<file path="config.mk">
export PLATFORM = sky130hd
export DESIGN_NAME = tdc_multiphase_refine
export DESIGN_NICKNAME = d
export VERILOG_FILES = /design/src/rtl/tdc_mp_pkg.sv /design/src/rtl/tdc_phase_encoder.sv /design/src/rtl/tdc_pass_accum.sv /design/src/rtl/tdc_gate_ctrl.sv /design/src/rtl/tdc_multiphase_refine.sv
export SDC_FILE = /design/constraint.sdc
export NUM_CORES = 1
export LEC_CHECK = 0
export BUFFER_PORTS_ARGS = -buffer_cell sky130_fd_sc_hd__buf_2
export CAP_MARGIN = 20
export CELL_PAD_IN_SITES_DETAIL_PLACEMENT = 1
export CELL_PAD_IN_SITES_GLOBAL_PLACEMENT = 1
export CORE_ASPECT_RATIO = 1.5
export CORE_MARGIN = 3
export CORE_UTILIZATION = 47
export CTS_CLUSTER_SIZE = 14
export DETAILED_ROUTE_END_ITERATION = 8
export PLACE_DENSITY_LB_ADDON = 0.1
export SETUP_SLACK_MARGIN = 0.05
export SLEW_MARGIN = 20
export SYNTH_ARGS = -nofsm -noshare
export SYNTH_HDL_FRONTEND = slang
export SYNTH_HIERARCHICAL = 1
export SYNTH_SLANG_ARGS = --single-unit
</file>
<file path="constraint.sdc">
create_clock -name clk -period 2.1 [get_ports clk]
set_input_delay 0.315 -clock clk [delete_from_list [all_inputs] [get_ports clk]]
set_output_delay 0.315 -clock clk [all_outputs]
set_load 0.005 [all_outputs]
</file>
<file path="src/rtl/tdc_mp_pkg.sv">
package tdc_mp_pkg;

    typedef enum logic [1:0] {
        GS_IDLE,
        GS_RUN,
        GS_WAIT,
        GS_DEAD
    } gate_state_e;

endpackage

</file>
<file path="src/rtl/tdc_phase_encoder.sv">
module tdc_phase_encoder #(
    parameter int NPH = 4
) (
    input  logic                          clk,
    input  logic                          rst_n,
    input  logic                          smp_vld_i,
    input  logic [NPH-1:0]                smp_i,
    output logic                          fine_vld_o,
    output logic [$clog2(NPH+1)-1:0]      fine_o
);
    localparam int FW = $clog2(NPH + 1);

    typedef struct packed {
        logic           s1_vld;
        logic [NPH-1:0] s1_pat;
        logic           s2_vld;
        logic [FW-1:0]  s2_fine;
    } enc_state_t;

    enc_state_t    st_d, st_q;
    logic [NPH-1:0] ones_vec;
    logic [FW-1:0]  ones_cnt;

    // each phase contributes one vote; a bubble only moves a vote, never loses it
    for (genvar g = 0; g < NPH; g++) begin : g_vote
        assign ones_vec[g] = st_q.s1_pat[g];
    end

    always_comb begin
        ones_cnt = '0;
        for (int k = 0; k < NPH; k++) begin
            ones_cnt = ones_cnt + FW'(ones_vec[k]);
        end
    end

    always_comb begin
        st_d        = st_q;
        st_d.s1_vld = smp_vld_i;
        if (smp_vld_i) begin
            st_d.s1_pat = smp_i;
        end
        st_d.s2_vld = st_q.s1_vld;
        if (st_q.s1_vld) begin
            st_d.s2_fine = ones_cnt;
        end
    end

    always_ff @(posedge clk or negedge rst_n) begin
        if (!rst_n) begin
            st_q <= '0;
        end else begin
            st_q <= st_d;
        end
    end

    assign fine_vld_o = st_q.s2_vld;
    assign fine_o     = st_q.s2_fine;

endmodule

</file>
<file path="src/rtl/tdc_pass_accum.sv">
module tdc_pass_accum #(
    parameter int FW = 3,
    parameter int N  = 8
) (
    input  logic                          clk,
    input  logic                          rst_n,
    input  logic                          fine_vld_i,
    input  logic [FW-1:0]                 fine_i,
    output logic                          res_vld_o,
    output logic [FW+$clog2(N)-1:0]       res_sum_o
);
    localparam int SW = FW + $clog2(N);
    localparam int CW = $clog2(N + 1);

    typedef struct packed {
        logic [SW-1:0] acc;
        logic [CW-1:0] cnt;
        logic          vld;
        logic [SW-1:0] sum;
    } acc_state_t;

    acc_state_t    st_d, st_q;
    logic [SW-1:0] total;

    always_comb begin
        st_d     = st_q;
        st_d.vld = 1'b0;
        total    = st_q.acc + SW'(fine_i);
        if (fine_vld_i) begin
            if (st_q.cnt == CW'(N - 1)) begin
                st_d.vld = 1'b1;
                st_d.sum = total;
                st_d.acc = '0;
                st_d.cnt = '0;
            end else begin
                st_d.acc = total;
                st_d.cnt = st_q.cnt + 1'b1;
            end
        end
    end

    always_ff @(posedge clk or negedge rst_n) begin
        if (!rst_n) begin
            st_q <= '0;
        end else begin
            st_q <= st_d;
        end
    end

    assign res_vld_o = st_q.vld;
    assign res_sum_o = st_q.sum;

endmodule

</file>
<file path="src/rtl/tdc_gate_ctrl.sv">
module tdc_gate_ctrl
    import tdc_mp_pkg::*;
#(
    parameter int N        = 8,
    parameter int DEAD_CYC = 6,
    parameter int OVF_W    = 8,
    parameter int COARSE_W = 16
) (
    input  logic                clk,
    input  logic                rst_n,
    input  logic                hit_i,
    input  logic                pass_vld_i,
    input  logic                res_vld_i,
    output logic                loop_en_o,
    output logic                pass_take_o,
    output logic [COARSE_W-1:0] stamp_o,
    output logic [OVF_W-1:0]    ovf_cnt_o
);
    localparam int PW = $clog2(N + 1);
    localparam int DW = $clog2(DEAD_CYC + 1);

    typedef struct packed {
        gate_state_e         st;
        logic [PW-1:0]       passes;
        logic [DW-1:0]       dead;
        logic [OVF_W-1:0]    ovf;
        logic [COARSE_W-1:0] tick;
        logic [COARSE_W-1:0] stamp;
    } gate_reg_t;

    gate_reg_t r_d, r_q;
    logic      drop_hit;

    always_comb begin
        r_d      = r_q;
        r_d.tick = r_q.tick + 1'b1;
        drop_hit = hit_i && (r_q.st != GS_IDLE);

        if (drop_hit && (r_q.ovf != {OVF_W{1'b1}})) begin
            r_d.ovf = r_q.ovf + 1'b1;
        end

        unique case (r_q.st)
            GS_IDLE: begin
                if (hit_i) begin
                    r_d.st     = GS_RUN;
                    r_d.passes = '0;
                    r_d.stamp  = r_q.tick;
                end
            end
            GS_RUN: begin
                if (pass_vld_i) begin
                    if (r_q.passes == PW'(N - 1)) begin
                        r_d.st = GS_WAIT;
                    end else begin
                        r_d.passes = r_q.passes + 1'b1;
                    end
                end
            end
            GS_WAIT: begin
                if (res_vld_i) begin
                    r_d.st   = GS_DEAD;
                    r_d.dead = DW'(DEAD_CYC - 1);
                end
            end
            GS_DEAD: begin
                if (r_q.dead == '0) begin
                    r_d.st = GS_IDLE;
                end else begin
                    r_d.dead = r_q.dead - 1'b1;
                end
            end
            default: r_d.st = GS_IDLE;
        endcase
    end

    always_ff @(posedge clk or negedge rst_n) begin
        if (!rst_n) begin
            r_q    <= '0;
            r_q.st <= GS_IDLE;
        end else begin
            r_q <= r_d;
        end
    end

    assign loop_en_o   = (r_q.st == GS_RUN);
    assign pass_take_o = (r_q.st == GS_RUN) && pass_vld_i;
    assign stamp_o     = r_q.stamp;
    assign ovf_cnt_o   = r_q.ovf;

endmodule

</file>
<file path="src/rtl/tdc_multiphase_refine.sv">
module tdc_multiphase_refine #(
    parameter int NPH      = 4,
    parameter int N        = 8,
    parameter int DEAD_CYC = 6,
    parameter int OVF_W    = 8,
    parameter int COARSE_W = 16
) (
    input  logic                                  clk,
    input  logic                                  rst_n,
    input  logic                                  hit_i,
    input  logic                                  pass_vld_i,
    input  logic [NPH-1:0]                        pass_smp_i,
    output logic                                  loop_en_o,
    output logic                                  res_vld_o,
    output logic [COARSE_W-1:0]                   res_coarse_o,
    output logic [$clog2(NPH+1)+$clog2(N)-1:0]    res_fine_o,
    output logic [OVF_W-1:0]                      ovf_cnt_o
);
    localparam int FW = $clog2(NPH + 1);
    localparam int SW = FW + $clog2(N);

    logic          pass_take;
    logic          fine_vld;
    logic [FW-1:0] fine_word;
    logic          sum_vld;
    logic [SW-1:0] sum_val;

    tdc_gate_ctrl #(
        .N        (N),
        .DEAD_CYC (DEAD_CYC),
        .OVF_W    (OVF_W),
        .COARSE_W (COARSE_W)
    ) u_gate (
        .clk         (clk),
        .rst_n       (rst_n),
        .hit_i       (hit_i),
        .pass_vld_i  (pass_vld_i),
        .res_vld_i   (sum_vld),
        .loop_en_o   (loop_en_o),
        .pass_take_o (pass_take),
        .stamp_o     (res_coarse_o),
        .ovf_cnt_o   (ovf_cnt_o)
    );

    tdc_phase_encoder #(
        .NPH (NPH)
    ) u_enc (
        .clk        (clk),
        .rst_n      (rst_n),
        .smp_vld_i  (pass_take),
        .smp_i      (pass_smp_i),
        .fine_vld_o (fine_vld),
        .fine_o     (fine_word)
    );

    tdc_pass_accum #(
        .FW (FW),
        .N  (N)
    ) u_acc (
        .clk        (clk),
        .rst_n      (rst_n),
        .fine_vld_i (fine_vld),
        .fine_i     (fine_word),
        .res_vld_o  (sum_vld),
        .res_sum_o  (sum_val)
    );

    assign res_vld_o  = sum_vld;
    assign res_fine_o = sum_val;

endmodule

</file>
Word level (Yosys, flattened, before mapping)
Cells that the tools add are included.
Word-level totals
  input port bits: 8
  bits in writable memories: 0
  register bits: 75
  ROM bits: 0
  latch bits: 0
  memories kept: 0
  word-level logic and storage cells: 63
Operators by class
  div/mod/pow operators: 0
  mux-type cells: 14
  reductions and logical operators: 13
  add/sub/neg operators: 9
  shift operators: 0
  order comparisons: 0
  bitwise operators: 0
  $mul: 0
  equality and inequality tests: 13
Operators by type and width (number)
  adder 16 x 1 -> 16 bit, second input constant: 1
  two-way mux 7 bit: 2
  two-way mux 6 bit: 2
  two-way mux 10 bit: 1
  adder 4 x 1 -> 4 bit, second input constant: 2
  adder 8 x 1 -> 8 bit, second input constant: 1
  equality test 4 x 3 -> 1 bit, second input constant: 2
  inequality test 2 bit, second input constant: 4
  inequality test 8 bit, second input constant: 1
  case mux 2 bit (4 select lines): 1
  case mux 4 bit (2 select lines): 1
  adder 3 x 1 -> 3 bit: 2
  adder 6 x 3 -> 6 bit: 1
  two-way mux 2 bit: 3
  two-way mux 3 bit: 2
  inequality test 2 x 1 -> 1 bit, second input constant: 3
  case mux 3 bit (2 select lines): 1
  nonzero test 2 bit: 3
  AND reduction 5 bit: 1
  equality test 2 bit, second input constant: 2
  two-way mux 4 bit: 1
  AND reduction 2 bit: 2
  AND reduction 4 bit: 1
  logical AND 1 bit: 3
  other kinds (6): 6

Logic depth before layout (Yosys ltp)
Gate-level depths: netlist of the first run.
  word-level depth: 4
  mapped depth: 7

Cells and area by module
The synthesis of the first run kept the hierarchy.
Modules (own cells, without submodules)
  tdc_gate_ctrl: sequential area each 1226.2 µm², area an instance 2441.1 µm², instances 1, cells each 212
  tdc_pass_accum: sequential area each 425.4 µm², area an instance 865.8 µm², instances 1, cells each 82
  tdc_phase_encoder: sequential area each 225.2 µm², area an instance 367.9 µm², instances 1, cells each 24

Least setup slack after synthesis of the first run
No wires, ideal clock.
  path kind: register to register
  start: register u_enc.st_q, in the netlist u_enc/ones_vec[0]
  end: register u_enc.st_q, in the netlist u_enc/fine_o[1]
  period minus slack after synthesis: 1.715 ns
  stages on the path, launching flop included: 7
  setup slack: 0.385 ns
  library setup time: 0.125 ns
  required time: 1.975 ns
  data arrival time: 1.590 ns
  path through: dfrtp_1 -> inv_1 -> fa_1 -> inv_1 -> ha_1 -> ha_1 -> mux2_2
On the way
  cells in the longest elaborated chain, start to end: 3
RTL lines
  start: declaration: line tdc_phase_encoder.sv:20  | enc_state_t st_d, st_q;
  start signal: assignment: line tdc_phase_encoder.sv:52  | st_q <= st_d;
  adder 1 x 1 -> 2 bit: line tdc_phase_encoder.sv:32  | ones_cnt = ones_cnt + FW'(ones_vec[k]);
  adder 3 x 1 -> 3 bit (2 in series): line tdc_phase_encoder.sv:32
  via u_enc.ones_cnt[1]: line tdc_phase_encoder.sv:22  | logic [FW-1:0] ones_cnt;
The timed path passes the listed nets, and every way through them passes these cells.
A chain may end at the register's enable or synchronous reset.

Worst setup path in the final report of the first run
  start: register u_gate/r_q[47] (netlist bit)
  end: register u_gate.r_q, in the netlist u_gate/ovf_cnt_o[7]
On the way
  cells in the longest elaborated chain, start to end: 3
RTL lines
  start: declaration: line tdc_gate_ctrl.sv:31  | gate_reg_t r_d, r_q;
  start signal: assignment: line tdc_gate_ctrl.sv:82  | r_q <= r_d;
  nonzero test 2 bit: line tdc_gate_ctrl.sv:37  | drop_hit = hit_i && (r_q.st != GS_IDLE);
  logical AND 1 bit: line tdc_gate_ctrl.sv:37
  logical AND 1 bit: line tdc_gate_ctrl.sv:39  | if (drop_hit && (r_q.ovf != {OVF_W{1'b1}})) begin
No other way between the ends.

==> impl_metrics.toml, run 1 <==
[outcome]
outcome = "complete, no violations"

[timing]
fin_worst_hold_slack_ns = 0.201
grt_setup_unrepaired = "no"
finalCriticalPeriod_ns = 1.87
drv_slew = 0
report.final.hold_viol_count = 0
post-route-period-util = 0.892
worst_pin_slew_ns = 0.507
skew_ns = 0.00820
setup-tns-final_ns = 0
timing.final.setup_violations = 0
achievable-frequency_ghz = 0.534
max_slew_margin = 0.661

[critical_path]
timing.critical_path.from_type = "register"
worst-endpoint-arrival_ns = 2.11
ff_to_ff_setup_slack_ns = 0.23
crit_path_kind = "reg2reg"
r2r_cells = 6
critPathCapture = "u_gate/ovf_cnt_o[7]$_DFFE_PN0P_"
worst_setup_path_end_kind = "register"
startpoint = "u_gate/r_q[47]$_DFFE_PN0P_"
worst_reg2reg_path_endpoint = "u_gate/ovf_cnt_o[7]$_DFFE_PN0P_"
cp_max_fo = 4
critical_path_required_ns = 2.34
reg_to_reg_start = "u_gate/r_q[47]$_DFFE_PN0P_"

[logic_synthesis]
synthesized_cell_area_mm2 = 0.00367
net_count_synth = 345
avgSynthCellArea_um2 = 11.6
count_of_state_elements_after_synthesis = 75
ys_warn_count = 6
synth_edf_count = 0
ys_async_sr_fraction = 1.00
ys_seq_area_frac = 0.511
yosysUniqueCellTypes = 45
ys.flop_type = "dfrtp_1"
postSynthCellCount = 318

[cts]
clkLatencyLatePin_ns = 0.35
cts_h_tree_lvls = 3
cts_tree = "yes"
cts_root_buffer = "clkbuf_8"
clkSlewWorstSetupHoldPaths_ns = 0.08
cts_resized = 0
ctsLongestPathBuffers = 2
cts_sinks = 75
tritoncts.num_buffers = 9
postCtsSetupRepairBufs = 0

[detailed_routing]
initialDrtViolationCount = 49
route.vias.total = 2292
avgViaCountPerCell = 5.17
drc = 0
drt-pass1-iter-count = 4
totalWireLength_um = 6900
drtAntennaViolNets = 0
routed_wire_length_per_instance_um = 15.6

[floorplan]
core_mm2 = 0.00742
io-pin-count = 40
placementRows = 38
die_width_um = 78.2
die_h_um = 114
dieArea_mm2 = 0.00894
floorplan.initialDensity = 0.495

[power]
p_sw_frac = 0.335
static-leakage-power_nw = 2.00
clock_power_share = 0.256
power-per-cell-area_mw_per_mm2 = 1290
seqPwrFrac = 0.415
worst_ir_drop_vdd_uv = 588
combinationalPowerShare = 0.329
p_int_mw = 3.46
switching_power_mw = 1.74

[final_layout]
num_antenna_cells = 0
areaGrowthSynthToFinish_pct = 9.81
num-nets-final = 365
final_layout_size_suffix_gt1_frac = 0.254
fillerInstances = 805
layout.cells.most_common = "dfrtp_1"
regArea_mm2 = 0.00188
multi_input_comb_area_mm2 = 0.00148
most-common-layout-cells = "dfrtp_1 (75), buf_2 (38), nand2_1 (28), mux2_2 (24), inv_1 (20)"

[run]
cap_violations = 0

[min_path]
hold_path_class = "in2reg"

[placed_design]
finalWeightedCongestion = 0.748
dp_hpwl_um = 5010
number_of_input_and_output_port_buffers_inserted = 39

[global_routing]
gr-usage-all-layers = 0.171
antenna_found_initial = 0
grt_pass1_vias = 2419
grt_max_degree = 33
globalRoute.totalOverflow = 0
grt_pass1_wl_um = 11700
-- state kept, by name, indices dropped and copies added, names as in the netlist --
signal            count
u_gate/r_q           25
u_gate/stamp_o       16
u_acc/st_q           10
u_gate/ovf_cnt_o      8
u_acc/res_sum_o       6
u_enc/ones_vec        4
u_enc/fine_o          3
u_acc/res_vld_o       1
u_enc/fine_vld_o      1
u_enc/st_d            1
-- worst min path at each step --
stage                        from                              to  slack (ns)  depth (start not counted)
detailed placement          rst_n      u_gate/r_q[42]$_DFFE_PN0P_        0.29                          1
floorplan                   rst_n  u_acc/res_sum_o[0]$_DFFE_PN0P_        0.02                          0
global route        pass_smp_i[0]   u_enc/ones_vec[0]$_DFFE_PN0P_        0.19                          2
finish              pass_smp_i[3]   u_enc/ones_vec[3]$_DFFE_PN0P_        0.20                          2
global placement            rst_n      u_gate/r_q[43]$_DFFE_PN0P_        0.29                          1
CTS                 pass_smp_i[3]   u_enc/ones_vec[3]$_DFFE_PN0P_        0.18                          2
-- worst max-delay path: stages, from the launching register on --
cell,delay [ns]
dfrtp_1,0.41
inv_1,0.12
ha_1,0.30
nor2b_4,0.19
nand4_1,0.16
nor3_1,0.22
mux2_2,0.37
-- logic make-up (layout without fill, tap and decap cells) --
kind of cell,Yosys count,in the layout,synth area share
AOI/OAI and AO/OA,39,39,0.0715
xor gates and xnor gates,24,24,0.0572
muxes,30,30,0.0912
and+or+nand+nor,78,78,0.115
DFF,75,75,0.511
buffers and inverters,53,78,0.0858
adders and majority gates,19,19,0.0688
-- what timing repair did --
| item | 4_1_cts | 5_1_grt |
|---|---|---|
| endpoints found under the setup margin | 0 | 0 |
| endpoints found under the hold margin | 30 | 0 |
| hold buffers | 1 | 0 |
-- through the flow --
step | std cells | power, mW | utilization | instance area (µm²) | setup WS [ns]
after CTS | 443 | 5.31 | 0.544 | 4040 | 0.202
after global routing | 443 | 5.62 | 0.544 | 4040 | 0.123
after floorplan | 318 | 3.51 | - | 3670 | 0.385
after global placement | 426 | 3.85 | 0.510 | 3780 | 0.348
after detailed placement | 426 | 3.94 | 0.510 | 3780 | 0.292
final | 443 | 5.20 | 0.544 | 4040 | 0.228
-- layout make-up --
cell class,instances,area share
timing repair buffer,42,0.0583
tap,100,0.0310
clock inverter,6,0.0279
multi-input combinational,190,0.367
sequential,75,0.465
clock buffer,10,0.0316
inverter,20,0.0186
-- power by group through the flow --
| stage | logic, mW | registers, mW | clock network, mW |
|---|---|---|---|
| CTS | 1.76 | 2.16 | 1.38 |
| finish | 1.71 | 2.15 | 1.33 |
| floorplan | 1.43 | 2.08 | 0 |
| global route | 1.95 | 2.23 | 1.44 |
| detailed placement | 1.75 | 2.19 | 0 |
| global placement | 1.68 | 2.17 | 0 |
-- Yosys cell counts (all sizes together) (3+ instances only) --
cell / number / area [µm²]
a21oi: 3 / 15.0
xnor2: 17 / 149
o22ai: 3 / 18.8
nand3: 11 / 55.1
nor2: 5 / 18.8
o21ai: 15 / 78.8
mux2: 28 / 315
nand2b: 4 / 25.0
nor3: 5 / 30.0
a22oi: 3 / 22.5
ha: 17 / 213
dfrtp: 75 / 1880
nor2b: 4 / 40.0
and3: 5 / 31.3
nand2: 29 / 111
xor2: 7 / 61.3
inv: 20 / 75.1
nand4: 5 / 31.3
a22o: 3 / 26.3
buf: 33 / 240
and4: 3 / 26.3
-- per-layer routing --
| layer | GRT usage | vias to the layer above | wire length (µm) |
|---|---|---|---|
| met1 | 0.197 | 1161 | 2870 |
| met2 | 0.300 | 29 | 3780 |
| met3 | 0.0480 | 6 | 188 |
| li1 | - | 1096 | - |
| met4 | 0.0630 | 0 | 74 |
| met5 | 0 | - | 0 |
No activity file was read; power rests on OpenSTA's default activity.
==> run 2: changes to the inputs <==
CORE_UTILIZATION = 50   (was 47)
PLACE_DENSITY = 0.92   (was unset)
PLACE_DENSITY_LB_ADDON = unset   (was 0.1)
clock period = 2.3 ns   (was 2.1 ns; I/O delays follow)
==> run 2 against run 1 <==
The flow now finishes with violations (hold timing). Worst hold slack got worse by 0.21 ns. Clock skew up 0.0026 ns. Count of clock-buffer cells in the layout up 1. Clock power shrank 19%. Die area fell by 5.6%. Total power is 9.6% lower. Largest cell class unchanged. Largest power group unchanged.
==> impl_metrics.toml, run 2 (synthesis results as in run 1) <==
[outcome]
outcome = "complete, but fails checks"
failed_checks = "hold timing"

[final_layout]
most-common-layout-cells = "dfrtp_1 (75), buf_2 (39), nand2_1 (28), mux2_2 (24), inv_1 (20)"
fillerInstances = 739
areaGrowthSynthToFinish_pct = 8.38
regArea_mm2 = 0.00188
max_ffs_per_register = 25
final_layout_size_suffix_gt1_frac = 0.255
num-nets-final = 363
largest_register = "u_gate/r_q"
layout.cells.most_common = "dfrtp_1"
num_antenna_cells = 0
fin_cells = 438
multi_input_comb_area_mm2 = 0.00148

[timing]
setup-tns-final_ns = 0
post-route-worst-setup-slack_ns = 0.352
report.final.hold_viol_count = 6
worst_pin_slew_ns = 0.493
fin_worst_hold_slack_ns = -0.00608
skew_ns = 0.0108
finalCriticalPeriod_ns = 1.95
drv_slew = 0
max_slew_margin = 0.670
grt_setup_unrepaired = "no"
timing.final.setup_violations = 0
achievable-frequency_ghz = 0.513
post-route-period-util = 0.847

[cts]
cts_tree = "yes"
cts_h_tree_lvls = 3
cts_sinks = 75
cts_resized = 0
clkLatencyLatePin_ns = 0.36
postCtsSetupRepairBufs = 0
tritoncts.num_buffers = 9
cts_root_buffer = "clkbuf_8"
ctsLongestPathBuffers = 2
clkSlewWorstSetupHoldPaths_ns = 0.08
cts.hold.buffers_added = 0

[floorplan]
die_width_um = 76.0
io-pin-count = 40
placementRows = 37
core_mm2 = 0.00699
dieArea_mm2 = 0.00844
die_h_um = 111
floorplan.initialDensity = 0.526

[critical_path]
cp_max_fo = 4
worst-endpoint-arrival_ns = 2.20
worst_setup_path_end_kind = "register"
critical_path_required_ns = 2.55
timing.critical_path.from_type = "register"
crit_path_kind = "reg2reg"

[power]
static-leakage-power_nw = 1.97
report.power.total_mw = 4.70
power-per-cell-area_mw_per_mm2 = 1180
worst_ir_drop_vdd_uv = 583

[detailed_routing]
route.vias.total = 2385
drt-pass1-iter-count = 4
initialDrtViolationCount = 107
drtAntennaViolNets = 0
routed_wire_length_per_instance_um = 17.9
drc = 0
totalWireLength_um = 7850
avgViaCountPerCell = 5.45

[placed_design]
placed_cells = 422
finalWeightedCongestion = 0.746
number_of_input_and_output_port_buffers_inserted = 39
dp_hpwl_um = 5370
dp_slack_ns = 0.361

[global_routing]
globalRoute.totalOverflow = 0
gr-usage-all-layers = 0.203
grt_pass1_vias = 2699
grt_pass1_wl_um = 13500
grt_max_degree = 76
antenna_found_initial = 0

[min_path]
hold_path_class = "in2async"

[run]
cap_violations = 0
-- run 2: cell count changes in the layout (fill, tap and decap cells not counted), sizes merged --
| cell | delta |
|---|---|
| bufinv | -2 |
| buf | -1 |
| clkbuf | +1 |
| clkinvlp | +1 |
| dlygate4sd3 | -1 |
-- run 2: where the power goes --
| part | internal, mW | total [mW] | switching [mW] |
|---|---|---|---|
| logic | 0.762 | 1.63 | 0.869 |
| registers | 1.67 | 1.99 | 0.321 |
| clock network | 0.564 | 1.08 | 0.518 |
| total | 2.99 | 4.70 | 1.71 |
-- run 2: final cells by class --
class,count,area share
Clock inverter,5,0.0151
Inverter,20,0.0189
Sequential cell,75,0.471
Clock buffer,11,0.0380
Tap cell,97,0.0305
Multi-Input combinational cell,190,0.372
Timing Repair Buffer,40,0.0540
-- run 2: path summary, 6_finish.rpt --
kind | startpoint | end | slack, ns | cells past startpoint
hold reg to reg | u_enc/st_d[3]$_DFF_PN0_ | u_enc/fine_vld_o$_DFF_PN0_ | 0.48 | 0
hold / removal | rst_n | u_gate/r_q[43]$_DFFE_PN0P_ | -0.006 | 2
min in group clk | pass_smp_i[2] | u_enc/ones_vec[2]$_DFFE_PN0P_ | 0.22 | 2
max in group asynchronous | rst_n | u_gate/r_q[42]$_DFFE_PN0P_ | 1.97 | 2
setup / recovery | u_gate/r_q[47]$_DFFE_PN0P_ | u_gate/ovf_cnt_o[7]$_DFFE_PN0P_ | 0.35 | 6
setup reg to reg | u_gate/r_q[47]$_DFFE_PN0P_ | u_gate/ovf_cnt_o[7]$_DFFE_PN0P_ | 0.35 | 6
-- run 2: per-layer routing --
metal	vias up	track usage	wire length, µm
met5	-	0	0
met4	0	0.102	253
met3	21	0.0439	280
met2	54	0.376	4380
met1	1219	0.212	2930
li1	1091	-	-
-- run 2: through the flow --
step	hold WS (ns)	utilization	instance area, µm²
finish	-0.00608	0.570	3980
CTS	0.0124	0.570	3980
global route	0.0222	0.570	3980
floorplan	0.0494	-	3670
global placement	0.409	0.539	3770
detailed placement	0.409	0.539	3770
-- run 2: critical path, stage by stage, from the launching register on --
cell and delay [ns]:
dfrtp_1 0.43, inv_1 0.12, ha_1 0.31, nor2b_4 0.19, nand4_1 0.20, nor3_1 0.23
mux2_2 0.36
